===== config.mk =====
export PLATFORM = sky130hd
export DESIGN_NAME = pwrfail_guard
export DESIGN_NICKNAME = d
export VERILOG_FILES = /design/src/rtl/pwrfail_guard.sv
export SDC_FILE = /design/constraint.sdc
export NUM_CORES = 1
export LEC_CHECK = 0
export BUFFER_PORTS_ARGS = -buffer_cell sky130_fd_sc_hd__buf_2
export CORE_AREA = 2 2 39 41
export CTS_CLUSTER_DIAMETER = 60
export DETAILED_ROUTE_END_ITERATION = 12
export DIE_AREA = 0 0 41 43
export GPL_ROUTABILITY_DRIVEN = 0
export GPL_TIMING_DRIVEN = 1
export PLACE_DENSITY = 0.53
export SYNTH_ARGS = -nofsm -noshare
export SYNTH_HDL_FRONTEND = slang
export SYNTH_SLANG_ARGS = --single-unit

===== constraint.sdc =====
create_clock -name clk -period 2.9 [get_ports clk]
set_input_delay 0 -clock clk [delete_from_list [all_inputs] [get_ports clk]]
set_output_delay 0 -clock clk [all_outputs]
set_load 0.01 [all_outputs]

===== src/rtl/pwrfail_guard.sv =====
module pwrfail_guard #(
  parameter int DEB_COUNT = 40,
  localparam int CW = $clog2(DEB_COUNT + 1)
) (
  input  logic clk,
  input  logic rst_n,
  input  logic pfail_n,
  input  logic tick_1us,
  input  logic cs,
  input  logic pf_ie,
  output logic pf_status,
  output logic pf_irq,
  output logic lockout,
  output logic bus_sel
);

  logic          sync_a, sync_b;
  logic [CW-1:0] cnt;
  logic          fail_q, lock_q;

  always_ff @(posedge clk or negedge rst_n)
    if (!rst_n) begin
      sync_a <= 1'b1;
      sync_b <= 1'b1;
    end else begin
      sync_a <= pfail_n;
      sync_b <= sync_a;
    end

  always_ff @(posedge clk or negedge rst_n)
    if (!rst_n) begin
      cnt    <= '0;
      fail_q <= 1'b0;
    end else if (sync_b) begin
      cnt    <= '0;
      fail_q <= 1'b0;
    end else if (!fail_q && tick_1us) begin
      if (cnt == CW'(DEB_COUNT - 1)) fail_q <= 1'b1;
      else                           cnt    <= cnt + 1'b1;
    end

  always_ff @(posedge clk or negedge rst_n)
    if (!rst_n)       lock_q <= 1'b0;
    else if (!fail_q) lock_q <= 1'b0;
    else if (!cs)     lock_q <= 1'b1;

  assign pf_status = fail_q;
  assign pf_irq    = fail_q & pf_ie;
  assign lockout   = lock_q;
  assign bus_sel   = cs & ~lock_q;

  a_r2_high_holds_zero: assert property (@(posedge clk) disable iff (!rst_n)
    sync_b |=> (cnt == '0));
  a_r3_rise_on_tick: assert property (@(posedge clk) disable iff (!rst_n)
    $rose(pf_status) |-> $past(tick_1us));
  a_r4_restore_clears: assert property (@(posedge clk) disable iff (!rst_n)
    sync_b |=> !pf_status);
  a_r6_lock_waits_idle: assert property (@(posedge clk) disable iff (!rst_n)
    $rose(lockout) |-> $past(!cs && pf_status));
  a_r6_lock_needs_fail: assert property (@(posedge clk) disable iff (!rst_n)
    lockout |-> $past(pf_status));
  a_r8_cnt_bounded: assert property (@(posedge clk) disable iff (!rst_n)
    cnt <= CW'(DEB_COUNT - 1));

endmodule


## Word level (Yosys, flattened, before mapping)

Index checks and enable logic that the tools add are counted.

- Register bits: 10
- Input port bits: 6
- Logic and storage cells: 26

- Muxes and demuxes: 8
- Add/subtract/negate cells: 1
- Bitwise logic cells: 3
- Equality and inequality tests: 3
- Reduce and logical (&&, ||, !) cells: 6

Operators with widths:

| kind | number |
|---|---|
| $mux 6 | 3 |
| $add 6x1->6 const B | 1 |
| $eq 6x6->1 const B | 1 |
| $mux 1 | 5 |
| $ne 2x2->1 const B | 2 |
| $reduce_and 2->1 | 2 |
| $reduce_bool 2->1 | 2 |
| $and 1x1->1 | 2 |
| $logic_and 1x1->1 | 1 |
| $logic_not 1->1 | 1 |
| $not 1->1 | 1 |

## Logic depth before layout (Yosys ltp)

Gate-level depths: netlist (run 1).

- Depth after elaboration: 4
- Depth in mapped cells: 4

## Least setup slack after synthesis (run 1)

No wires, ideal clock.

- Path type: register to register
- Start: register sync_b
- End: register cnt[3]
- Arrival: 1.261 ns
- Setup time: 0.077 ns
- Cell stages (with the launch flop): 5
- Path slack: 1.562 ns
- Path buffers: 1
- Required time: 2.823 ns
- Cells stage by stage: dfstp_2 clkbuf_4 o2111ai_2 or3_1 a21oi_1

- Word-level cells in the longest chain between the ends: 2
- Elaborated cells on any way between the ends: 4
- Classes of those cells: eq/ne: 1; mux: 1; reduce/logical: 2

RTL lines:

| item | line | RTL |
|---|---|---|
| from (decl) | 17 | `logic sync_a, sync_b;` |
| from (signal assigned) | 27 | `sync_b <= sync_a;` |
| $ne 2x2->1 (no source line) or $reduce_bool 2->1 (tied branches) | - |  |
| $reduce_and 2->1 (no source line) | - |  |
| to (signal assigned) | 39 | `else cnt <= cnt + 1'b1;` |
| to (decl) | 18 | `logic [CW-1:0] cnt;` |

Parallel ways exist; a longest one is shown, timed or not.
A chain may end at the register's enable or synchronous reset.

## Worst setup path after layout (run 1)

Ends and elaborated chain as after synthesis.

==> results of run 1 <==
[flip-flops by register name, indices dropped and copies added (netlist names)]
register / cells
cnt: 6
lockout: 1
pf_status: 1
sync_a: 1
sync_b: 1
[worst max-delay path: stages (launching register included)]
cell,delay (ns)
sky130_fd_sc_hd__dfstp_2,0.62
sky130_fd_sc_hd__nand4bb_1,0.18
sky130_fd_sc_hd__nor3b_2,0.08
sky130_fd_sc_hd__or3_1,0.35
sky130_fd_sc_hd__a21oi_1,0.15
[cells by family (layout without fill, tap and decap cells)]
family	count (synthesis)	count (layout)	synth area share, %
simple gates	14	14	19.9
compound gates	11	11	17.2
flops	10	10	53.6
buf+inv	2	17	2.39
fa+ha+maj	1	1	2.65
xor+xnor	1	1	1.86
mux	1	1	2.39
[cell usage after synthesis, drive strengths merged (2+ instances only)]
| cell type | count | area [sq um] |
|---|---|---|
| dfrtp | 8 | 200 |
| nor2 | 2 | 7.51 |
| nor2b | 2 | 20.0 |
| nor3b | 2 | 20.0 |
| o21ai | 3 | 15.0 |
| a21oi | 2 | 10.0 |
| dfstp | 2 | 52.6 |
| nand2 | 3 | 11.3 |
[power groups by stage]
stage | clock network, mW | logic (mW) | registers (mW)
2_1_floorplan | 0 | 0.0112 | 0.149
3_3_place_gp | 0 | 0.0169 | 0.152
3_5_place_dp | 0 | 0.0169 | 0.152
4_1_cts | 0.103 | 0.0202 | 0.149
5_1_grt | 0.111 | 0.0224 | 0.150
6_report | 0.0991 | 0.0198 | 0.149
[stage by stage]
step | util, % | hold WS [ns]
floorplan | - | -0.296
global placement | 38.2 | -0.126
global route | 42.3 | 0.0662
finish | 42.3 | 0.0462
CTS | 42.3 | 0.0414
detailed placement | 38.2 | -0.128
[path summary, 6_finish.rpt]
path / from / cells after the start / to
worst max-delay path: sync_b$_DFF_PN1_ / 4 / cnt[3]$_DFFE_PN0P_
worst min-delay path: cs / 3 / lockout$_DFFE_PN0P_
worst max register to register: sync_b$_DFF_PN1_ / 4 / cnt[3]$_DFFE_PN0P_
worst min register to register: sync_a$_DFF_PN1_ / 0 / sync_b$_DFF_PN1_
max in group asynchronous: rst_n / 2 / sync_b$_DFF_PN1_
min in group asynchronous: rst_n / 2 / pf_status$_DFFE_PN0P_
[area by class of cell]
type | count | area [sq um] | area share [%]
Sequential cell | 10 | 253 | 43.2
Multi-Input combinational cell | 28 | 208 | 35.5
Timing Repair Buffer | 12 | 75.1 | 12.8
Clock buffer | 4 | 26.3 | 4.49
Tap cell | 16 | 20.0 | 3.42
Inverter | 1 | 3.75 | 0.641
[timing repair]
| item | 4_1_cts | 5_1_grt |
|---|---|---|
| hold buffers | 3 | 0 |
| resized for setup | 0 | 0 |
| hold endpoints to repair | 12 | 0 |
| buffers inserted | 0 | 0 |
[layer usage]
metal,up-vias,share of wire [%]
met2,8,46
met1,169,49
met4,0,0.93
met5,-,0
li1,173,-
met3,2,3.5
==> out/qor.log, run 1 <==
qor: run_status.status finished, final reports clean
qor: sta.finalClockSkew 0.00814 ns
qor: grt.grt_max_degree 12
qor: synth.postSynthNetCount 47
qor: sta.timing.slew.headroom 80.2%
qor: placed_design.detailed_place.area 529 sq um
qor: grt.gr-usage-all-layers 13.0%
qor: detailed_routing.drt.antenna.violating_nets 0
qor: grt.grt_first_pass_wirelength 1480 um
qor: hold_path.holdCritPathClass in -> reg
qor: worst_setup_path.critPathRequiredTime 3.09 ns
qor: clock_network.insertion_delay 0.26 ns
qor: clock_network.cts_tree done
qor: worst_setup_path.timing.critical_path.to_type register
qor: detailed_routing.routed-via-count 352
qor: sta.tightestPinTransition 0.295 ns
qor: power_and_ir_drop.total_leakage_power 0.260 nW
qor: detailed_routing.firstDrtPassIters 2
qor: clock_network.clock-root-buffer sky130_fd_sc_hd__clkbuf_4
qor: grt.antenna_found_initial 0
qor: synth.synthesis.instances 40
qor: grt.first_global_vias 341
qor: power_and_ir_drop.power_frac_seq 55.7%
qor: clock_network.numCtsBuffers 3
qor: power_and_ir_drop.combinationalPowerShare 7.4%
qor: layout.final_design_area_no_fill 586 sq um
qor: worst_setup_path.reg2reg_setup_slack 1.46 ns
qor: power_and_ir_drop.clk_pwr_share 36.9%
qor: placed_design.dpl.hpwl 611 um
qor: detailed_routing.post_drt_wl_per_cell 12.1 um
qor: clock_network.cts_num_sinks 10
qor: synth.synth.ff_latch_count 10
qor: grt.globalRouteOverflowTotal 0
qor: sta.final-hold-violation-count 0
qor: power_and_ir_drop.cell_internal_pwr 0.209 mW
qor: floorplan.die-width 41 um
qor: floorplan.floorplan.core_area 0.00138 sq mm
qor: detailed_routing.via_per_inst 4.96
qor: placed_design.io_buffer_count 9
qor: grt.grtUsageMet2 16.3%
qor: sta.final.min_clock_period 1.44 ns
qor: layout.layout.filler_cells 140
qor: synth.synthesis.area_per_instance 11.8 sq um
qor: sta.rsz0062_at_grt no
qor: layout.final_cell_mix sky130_fd_sc_hd__buf_2, sky130_fd_sc_hd__dfrtp_1
qor: clock_network.htree_num_levels 1
qor: layout.final_layout_size_suffix_gt1_share 34.5%
qor: synth.synth_sequential_area_ratio 53.6%
qor: sta.final_max_slew_viol_count 0
qor: worst_setup_path.timing.critical_path.fanout_max 11
qor: synth.synth_cell_types 26
qor: layout.flow.area_growth_from_synthesis 24.1%
qor: worst_setup_path.signal_arrival_time_at_the_worst_endpoint 1.63 ns
qor: floorplan.rows 14
qor: power_and_ir_drop.vdd_ir_drop_max 0.224 mV
qor: clock_network.worst_setup_hold_path_clk_slew 0.07 ns
qor: grt.grt_util_met3 3.14%
qor: power_and_ir_drop.power.density 458 mW/mm^2
qor: layout.insertedDiodeCount 0
qor: floorplan.die_area 0.00176 sq mm
qor: synth.most_used_dff_post_synth sky130_fd_sc_hd__dfrtp_1
qor: detailed_routing.route.detailed.drc 0
qor: sta.period_share 49.7%
qor: layout.most_common_library_cell_in_the_layout_ignoring_fill_and_taps sky130_fd_sc_hd__buf_2
qor: detailed_routing.routed_wirelength 856 um
qor: worst_setup_path.critical_path.startpoint_type register
qor: placed_design.pre_cts_ws 1.47 ns
qor: layout.layoutNonFillerInstCount 71
qor: power_and_ir_drop.switching_power 0.0594 mW
qor: run.max_cap_viol_count 0
qor: floorplan.initial_core_util 34.1%
qor: floorplan.ios 10
qor: synth.synth_edf_count 0
qor: grt.globalRoute.busiestLayer met1
qor: worst_setup_path.path_class reg -> reg
qor: synth.ys_async_sr_fraction 100%
qor: clock_network.worst_case_clock_buffer_depth 2
qor: floorplan.die_height 43 um
qor: sta.setup_ws 1.46 ns
qor: sta.fmax 693 MHz
qor: power_and_ir_drop.report.power.total 0.268 mW
qor: placed_design.dp.cells 64
qor: detailed_routing.dr.first_iter.drc_count 4
qor: layout.finish.net_count 63
qor: synth.ys.warnings.count 0
qor: power_and_ir_drop.swShare 22.2%
qor: sta.final.setup.tns 0 ns
qor: synth.synth.cell_area 472 sq um
qor: grt.grtUsageMet1 18.4%
qor: sta.timing.final.setup_violations 0
Power figures use the tool's default switching activity.
==> run 2, diff against run 1 <==
--- a/config.mk
+++ b/config.mk
@@ -5,6 +5,7 @@
 export SDC_FILE = /design/constraint.sdc
 export NUM_CORES = 1
 export LEC_CHECK = 0
+export ABC_AREA = 1
 export BUFFER_PORTS_ARGS = -buffer_cell sky130_fd_sc_hd__buf_2
 export CORE_AREA = 2 2 39 41
 export CTS_CLUSTER_DIAMETER = 60
@@ -12,7 +13,7 @@
 export DIE_AREA = 0 0 41 43
 export GPL_ROUTABILITY_DRIVEN = 0
 export GPL_TIMING_DRIVEN = 1
-export PLACE_DENSITY = 0.53
+export PLACE_DENSITY = 0.58
 export SYNTH_ARGS = -nofsm -noshare
 export SYNTH_HDL_FRONTEND = slang
 export SYNTH_SLANG_ARGS = --single-unit
==> constraint.sdc (replaced) <==
create_clock -name clk -period 1.35 [get_ports clk]
set_input_delay 0 -clock clk [delete_from_list [all_inputs] [get_ports clk]]
set_output_delay 0 -clock clk [all_outputs]
set_load 0.01 [all_outputs]
==> out/qor.log, run 2 <==
qor: layout.most_common_library_cell_in_the_layout_ignoring_fill_and_taps sky130_fd_sc_hd__nand2_1
qor: synth.synthesis.instances 60
qor: layout.insertedDiodeCount 0
qor: sta.timing.final.setup_violations 0
qor: placed_design.dp.cells 85
qor: clock_network.insertion_delay 0.27 ns
qor: floorplan.rows 14
qor: detailed_routing.post_drt_wl_per_cell 9.96 um
qor: grt.first_global_vias 389
qor: clock_network.cts_num_sinks 10
qor: grt.antenna_found_initial 0
qor: synth.synthesis.area_per_instance 9.03 sq um
qor: synth.netlist_top_cells_area sky130_fd_sc_hd__dfrtp_1, sky130_fd_sc_hd__dfstp_2, sky130_fd_sc_hd__o21ai_2, sky130_fd_sc_hd__nand2_1, sky130_fd_sc_hd__nand2_2
qor: detailed_routing.via_per_inst 4.51
qor: clock_network.worst_setup_hold_path_clk_slew 0.06 ns
qor: layout.flow.area_growth_from_synthesis 23.8%
qor: sta.final.min_clock_period 1.23 ns
qor: synth.most_used_dff_post_synth sky130_fd_sc_hd__dfrtp_1
qor: clock_network.worst_case_clock_buffer_depth 2
qor: layout.layout.filler_cells 147
qor: floorplan.ios 10
qor: worst_setup_path.path_class reg -> reg
qor: synth.synthTopCellsByCount sky130_fd_sc_hd__nand2_1, sky130_fd_sc_hd__dfrtp_1, sky130_fd_sc_hd__inv_1, sky130_fd_sc_hd__nor2_1
qor: power_and_ir_drop.total_leakage_power 0.339 nW
qor: worst_setup_path.critPathRequiredTime 1.51 ns
qor: clock_network.clock-root-buffer sky130_fd_sc_hd__clkbuf_4
qor: placed_design.io_buffer_count 9
qor: detailed_routing.dr.first_iter.drc_count 1
qor: sta.final-hold-violation-count 0
qor: clock_network.cts.repair.resized 0
qor: worst_setup_path.reg2reg_setup_slack 0.12 ns
qor: synth.synth_adder_area_share 2.31%
qor: floorplan.die_height 43 um
qor: hold_path.holdCritPathClass in -> reg
qor: sta.rsz0062_at_grt no
qor: synth.synth_top_family_by_area simple AND/OR/NAND/NOR gates
qor: layout.final_cell_mix sky130_fd_sc_hd__nand2_1, sky130_fd_sc_hd__buf_2, sky130_fd_sc_hd__dfrtp_1
qor: floorplan.floorplan.core_area 0.00138 sq mm
qor: layout.layoutNonFillerInstCount 92
qor: grt.globalRouteOverflowTotal 0
qor: sta.finalClockSkew 0.00294 ns
qor: detailed_routing.drt.antenna.violating_nets 0
qor: sta.final_max_slew_viol_count 0
qor: worst_setup_path.signal_arrival_time_at_the_worst_endpoint 1.39 ns
qor: detailed_routing.routed-via-count 415
qor: layout.final_layout_size_suffix_gt1_share 43.4%
qor: clock_network.htree_num_levels 1
qor: worst_setup_path.timing.critical_path.fanout_max 10
qor: worst_setup_path.timing.critical_path.to_type register
qor: synth.synth_edf_count 0
qor: detailed_routing.firstDrtPassIters 2
qor: grt.grt_max_degree 11
qor: grt.gr-usage-all-layers 14.1%
qor: sta.final.setup.tns 0 ns
qor: synth.synth_top_area_share 37.0%
qor: sta.period_share 90.9%
qor: synth.synth-compound-area-share 14.1%
qor: sta.fmax 815 MHz
qor: synth.area_share_of_and_or_nand_nor_cells_after_synthesis 29.8%
qor: clock_network.numCtsBuffers 3
qor: grt.grt_first_pass_wirelength 1610 um
qor: floorplan.die-width 41 um
qor: detailed_routing.routed_wirelength 916 um
qor: floorplan.die_area 0.00176 sq mm
qor: synth.synth.cell_area 542 sq um
qor: floorplan.initial_core_util 39.2%
qor: layout.register_ranked_first_by_flip_flop_count cnt
qor: run_status.status finished, final reports clean
qor: layout.finish.net_count 84
qor: worst_setup_path.critical_path.startpoint_type register
qor: detailed_routing.route.detailed.drc 0
qor: synth.synth_cell_types 18
qor: clock_network.cts_tree done
qor: run.max_cap_viol_count 0
qor: synth.synth_sequential_area_ratio 46.7%
qor: power_and_ir_drop.power.density 1020 mW/mm^2
qor: synth.muxShareOfSynthArea 0%
qor: sta.tightestPinTransition 0.233 ns
qor: power_and_ir_drop.vdd_ir_drop_max 0.560 mV
qor: sta.timing.slew.headroom 84.4%
qor: synth.ys_async_sr_fraction 100%
qor: synth.postSynthNetCount 67
qor: synth.synth_top_cell_by_area sky130_fd_sc_hd__dfrtp_1
qor: layout.largest_register_ff_count 6
qor: synth.xor_xnor_fraction_of_synth_area 0%
qor: synth.synth.ff_latch_count 10
qor: synth.synth.most_common_cell sky130_fd_sc_hd__nand2_1
qor: synth.ys.warnings.count 0
qor: placed_design.dpl.hpwl 675 um
run 2: changes by cell type after synthesis, moves of 4 or more:
cell	previous run	this run
sky130_fd_sc_hd__nand3_1	0	5
sky130_fd_sc_hd__inv_1	1	6
sky130_fd_sc_hd__o21ai_2	0	5
sky130_fd_sc_hd__nor2_1	2	6
sky130_fd_sc_hd__nand2_1	3	11
sky130_fd_sc_hd__nand2_2	0	4
run 2: final timing paths:
check	startpoint	endpoint	depth (start not counted)
max	cnt[1]$_DFFE_PN0P_	cnt[2]$_DFFE_PN0P_	7
max reg2reg	cnt[1]$_DFFE_PN0P_	cnt[2]$_DFFE_PN0P_	7
min in group asynchronous	rst_n	pf_status$_DFFE_PN0P_	2
min reg2reg	sync_a$_DFF_PN1_	sync_b$_DFF_PN1_	0
max in group asynchronous	rst_n	sync_b$_DFF_PN1_	2
min	cs	lockout$_DFFE_PN0P_	4
run 2: layout make-up:
cell class	count	area, sq um	share of cell area, %
flip-flops and latches	10	253	37.7
multi-input cells	40	250	37.3
well taps	16	20.0	2.99
repair buffers	12	72.6	10.8
clock buffers	4	36.3	5.41
inverters	10	38.8	5.78
run 2: through the flow:
step	utilization, %	cell area, sq um	hold slack [ns]	total power, mW	worst slack [ns]
2_1_floorplan	-	542	-0.296	0.386	0.170
3_3_place_gp	43.9	607	-0.127	0.410	0.121
3_5_place_dp	43.9	607	-0.124	0.410	0.100
4_1_cts	47.9	663	0.0289	0.686	0.0818
5_1_grt	48.5	671	0.0769	0.722	0.0266
6_report	48.5	671	0.0322	0.682	0.123
run 2: critical path, cell delays in order (launching register included):
cell                       delay [ns]
sky130_fd_sc_hd__dfrtp_1         0.41
sky130_fd_sc_hd__ha_1            0.22
sky130_fd_sc_hd__nand2_2         0.07
sky130_fd_sc_hd__clkinv_2        0.08
sky130_fd_sc_hd__nand4_4         0.10
sky130_fd_sc_hd__nand2_8         0.10
sky130_fd_sc_hd__nand2_1         0.09
sky130_fd_sc_hd__o21ai_2         0.05
run 2: power breakdown:
group / internal, mW / switching, mW
clock: 0.164 / 0.104
sequential: 0.316 / 0.0149
combinational: 0.0371 / 0.0455
run 2: metal layers:
metal  share of wire (%)  wire (um)  up-vias  track usage (%)
li1                    -          -      224                -
met1                  47        429      180             21.1
met2                  46        419        8             16.3
met3                 4.6         42        3             4.71
met4                 2.6         24        0             10.0
met5                   0          0        -                0
run 2: logic make-up (layout without fill, tap and decap cells):
group,Yosys count,count (layout)
and+or+nand+nor,29,29
AOI/OAI and AO/OA,10,10
DFF,10,10
buffers and inverters,10,26
adders and majority gates,1,1
run 2: repair_timing:
action | 4_1_cts | 5_1_grt
endpoints found under the setup margin | 0 | 1
hold buffers | 2 | 0
endpoints found under the hold margin | 11 | 0
setup buffers | 0 | 1
==> run 3, diff against run 2 <==
--- a/config.mk
+++ b/config.mk
@@ -7,13 +7,14 @@
 export LEC_CHECK = 0
 export ABC_AREA = 1
 export BUFFER_PORTS_ARGS = -buffer_cell sky130_fd_sc_hd__buf_2
-export CORE_AREA = 2 2 39 41
+export CELL_PAD_IN_SITES_DETAIL_PLACEMENT = 0
+export CELL_PAD_IN_SITES_GLOBAL_PLACEMENT = 1
+export CORE_UTILIZATION = 38
 export CTS_CLUSTER_DIAMETER = 60
 export DETAILED_ROUTE_END_ITERATION = 12
-export DIE_AREA = 0 0 41 43
 export GPL_ROUTABILITY_DRIVEN = 0
 export GPL_TIMING_DRIVEN = 1
-export PLACE_DENSITY = 0.58
+export PLACE_DENSITY = 0.7
 export SYNTH_ARGS = -nofsm -noshare
 export SYNTH_HDL_FRONTEND = slang
 export SYNTH_SLANG_ARGS = --single-unit
==> out/qor.log, run 3 (same netlist as run 2, synthesis figures left out) <==
qor: detailed_routing.dr.first_iter.drc_count 7
qor: detailed_routing.drt.antenna.violating_nets 0
qor: sta.final-hold-violation-count 0
qor: layout.layoutNonFillerInstCount 92
qor: sta.fmax 832 MHz
qor: layout.insertedDiodeCount 0
qor: worst_setup_path.critical_path.startpoint_type register
qor: grt.first_global_vias 400
qor: clock_network.insertion_delay 0.27 ns
qor: worst_setup_path.path_class reg -> reg
qor: detailed_routing.routed_wirelength 931 um
qor: placed_design.detailed_place.area 621 sq um
qor: worst_setup_path.signal_arrival_time_at_the_worst_endpoint 1.36 ns
qor: sta.period_share 89.1%
qor: worst_setup_path.cpLargestDelayFamily flip-flops
qor: worst_setup_path.critPathBufInv 1
qor: sta.final.setup.tns 0 ns
qor: sta.rsz0062_at_grt no
qor: worst_setup_path.r2r-start cnt[0]$_DFFE_PN0P_
qor: worst_setup_path.reg2reg_setup_slack 0.15 ns
qor: worst_setup_path.worstSetupEndpoint cnt[2]$_DFFE_PN0P_
qor: floorplan.initial_core_util 41.1%
qor: layout.final_cell_mix sky130_fd_sc_hd__nand2_1, sky130_fd_sc_hd__buf_2, sky130_fd_sc_hd__dfrtp_1
qor: run.max_cap_viol_count 0
qor: grt.grt_first_pass_wirelength 1580 um
qor: clock_network.cts_tree done
qor: sta.final.min_clock_period 1.20 ns
qor: clock_network.cts.repair.resized 0
qor: clock_network.numCtsBuffers 3
qor: clock_network.worst_case_clock_buffer_depth 2
qor: sta.tightestPinTransition 0.239 ns
qor: detailed_routing.post_drt_wl_per_cell 10.1 um
qor: grt.grt_max_degree 11
qor: placed_design.dpl.hpwl 715 um
qor: layout.most_common_library_cell_in_the_layout_ignoring_fill_and_taps sky130_fd_sc_hd__nand2_1
qor: worst_setup_path.reg2reg_depth 7
qor: floorplan.die-width 39.8 um
qor: layout.register_ranked_first_by_flip_flop_count cnt
qor: floorplan.floorplan.core_area 0.00132 sq mm
qor: detailed_routing.firstDrtPassIters 4
qor: sta.timing.final.setup_violations 0
qor: sta.final_max_slew_viol_count 0
qor: worst_setup_path.timing.critical_path.to_type register
qor: power_and_ir_drop.report.power.total 0.690 mW
qor: clock_network.worst_setup_hold_path_clk_slew 0.07 ns
qor: floorplan.die_height 39.8 um
qor: layout.flow.area_growth_from_synthesis 24.9%
qor: placed_design.io_buffer_count 9
qor: run_status.status finished, final reports clean
qor: layout.final_design_area_no_fill 677 sq um
qor: worst_setup_path.worstSetupStartpoint cnt[0]$_DFFE_PN0P_
qor: worst_setup_path.critPathRequiredTime 1.51 ns
qor: floorplan.die_area 0.00158 sq mm
qor: grt.globalRouteOverflowTotal 0
qor: detailed_routing.via_per_inst 4.63
qor: power_and_ir_drop.total_leakage_power 0.344 nW
qor: detailed_routing.routed-via-count 426
qor: grt.gr-usage-all-layers 16.2%
qor: worst_setup_path.critical_path_depth 7
qor: clock_network.clock-root-buffer sky130_fd_sc_hd__clkbuf_4
qor: layout.finish.net_count 85
qor: placed_design.dp.cells 86
qor: clock_network.htree_num_levels 1
qor: layout.final_layout_size_suffix_gt1_share 44.2%
qor: clock_network.cts_num_sinks 10
qor: floorplan.rows 13
qor: detailed_routing.route.detailed.drc 0
qor: sta.timing.slew.headroom 84.1%
qor: worst_setup_path.timing.critical_path.slowest_stage_cell sky130_fd_sc_hd__dfrtp_1
qor: hold_path.holdCritPathClass in -> reg
qor: layout.largest_register_ff_count 6
qor: worst_setup_path.crit_chain ha_1, nand2_2, clkinv_2, nand4_4, nand2_8, nand2_1, o21ai_2
qor: floorplan.ios 10
qor: worst_setup_path.timing.rr.end cnt[2]$_DFFE_PN0P_
qor: worst_setup_path.critPathMaxStageDelay 0.38 ns
qor: worst_setup_path.timing.critical_path.fanout_max 10
qor: power_and_ir_drop.vdd_ir_drop_max 0.626 mV
qor: grt.antenna_found_initial 0
qor: power_and_ir_drop.power.density 1020 mW/mm^2
qor: sta.finalClockSkew 0.00141 ns
[run 3: cell count changes in the layout (fill, tap and decap cells not counted)]
cell / before / now
sky130_fd_sc_hd__buf_4: 1 / 2
[run 3: stage by stage]
| step | worst slack, ns | utilization, % | hold WS (ns) |
|---|---|---|---|
| detailed placement | 0.150 | 47.1 | -0.125 |
| CTS | 0.135 | 51.4 | 0.0141 |
| global placement | 0.162 | 47.1 | -0.126 |
| floorplan | 0.170 | - | -0.296 |
| global route | 0.0592 | 51.4 | 0.0253 |
| finish | 0.148 | 51.4 | 0.0119 |
[run 3: power breakdown]
| group | leakage [nW] | internal [mW] | switching (mW) |
|---|---|---|---|
| Combinational | 0.192 | 0.0430 | 0.0505 |
| Clock | 0.0210 | 0.164 | 0.105 |
| Sequential | 0.130 | 0.316 | 0.0110 |
| Total | 0.344 | 0.523 | 0.167 |
[run 3: layout make-up]
cell class              count  area [sq um]
multi-input cells          40           250
flip-flops and latches     10           253
inverters                  10          38.8
repair buffers             13          80.1
clock buffers               4          36.3
well taps                  15          18.8
fillers                   124           641
[run 3: what timing repair did]
item,4_1_cts,5_1_grt
setup buffers,0,0
endpoints found under the hold margin,11,0
hold buffers,2,0
[run 3: layer usage]
layer / wire length, um / part of all wire, % / track usage [%]
met1: 411 / 44 / 15.3
met2: 445 / 48 / 27.0
met3: 60 / 6.4 / 10.2
met4: 14 / 1.5 / 7.76
met5: 0 / 0 / 0
[run 3: how the worst min path moves through the flow]
stage	from	end	slack, ns	depth (start not counted)
finish	cs	lockout$_DFFE_PN0P_	0.01	4
global route	cs	lockout$_DFFE_PN0P_	0.03	4
CTS	cs	lockout$_DFFE_PN0P_	0.01	4
detailed placement	rst_n	lockout$_DFFE_PN0P_	-0.12	1
global placement	rst_n	lockout$_DFFE_PN0P_	-0.13	1
floorplan	rst_n	cnt[0]$_DFFE_PN0P_	-0.30	0
[run 3: worst register-to-register path: stages (launching register included)]
cell                       delay, ns
sky130_fd_sc_hd__dfrtp_1        0.38
sky130_fd_sc_hd__ha_1           0.22
sky130_fd_sc_hd__nand2_2        0.08
sky130_fd_sc_hd__clkinv_2       0.08
sky130_fd_sc_hd__nand4_4        0.10
sky130_fd_sc_hd__nand2_8        0.10
sky130_fd_sc_hd__nand2_1        0.08
sky130_fd_sc_hd__o21ai_2        0.05
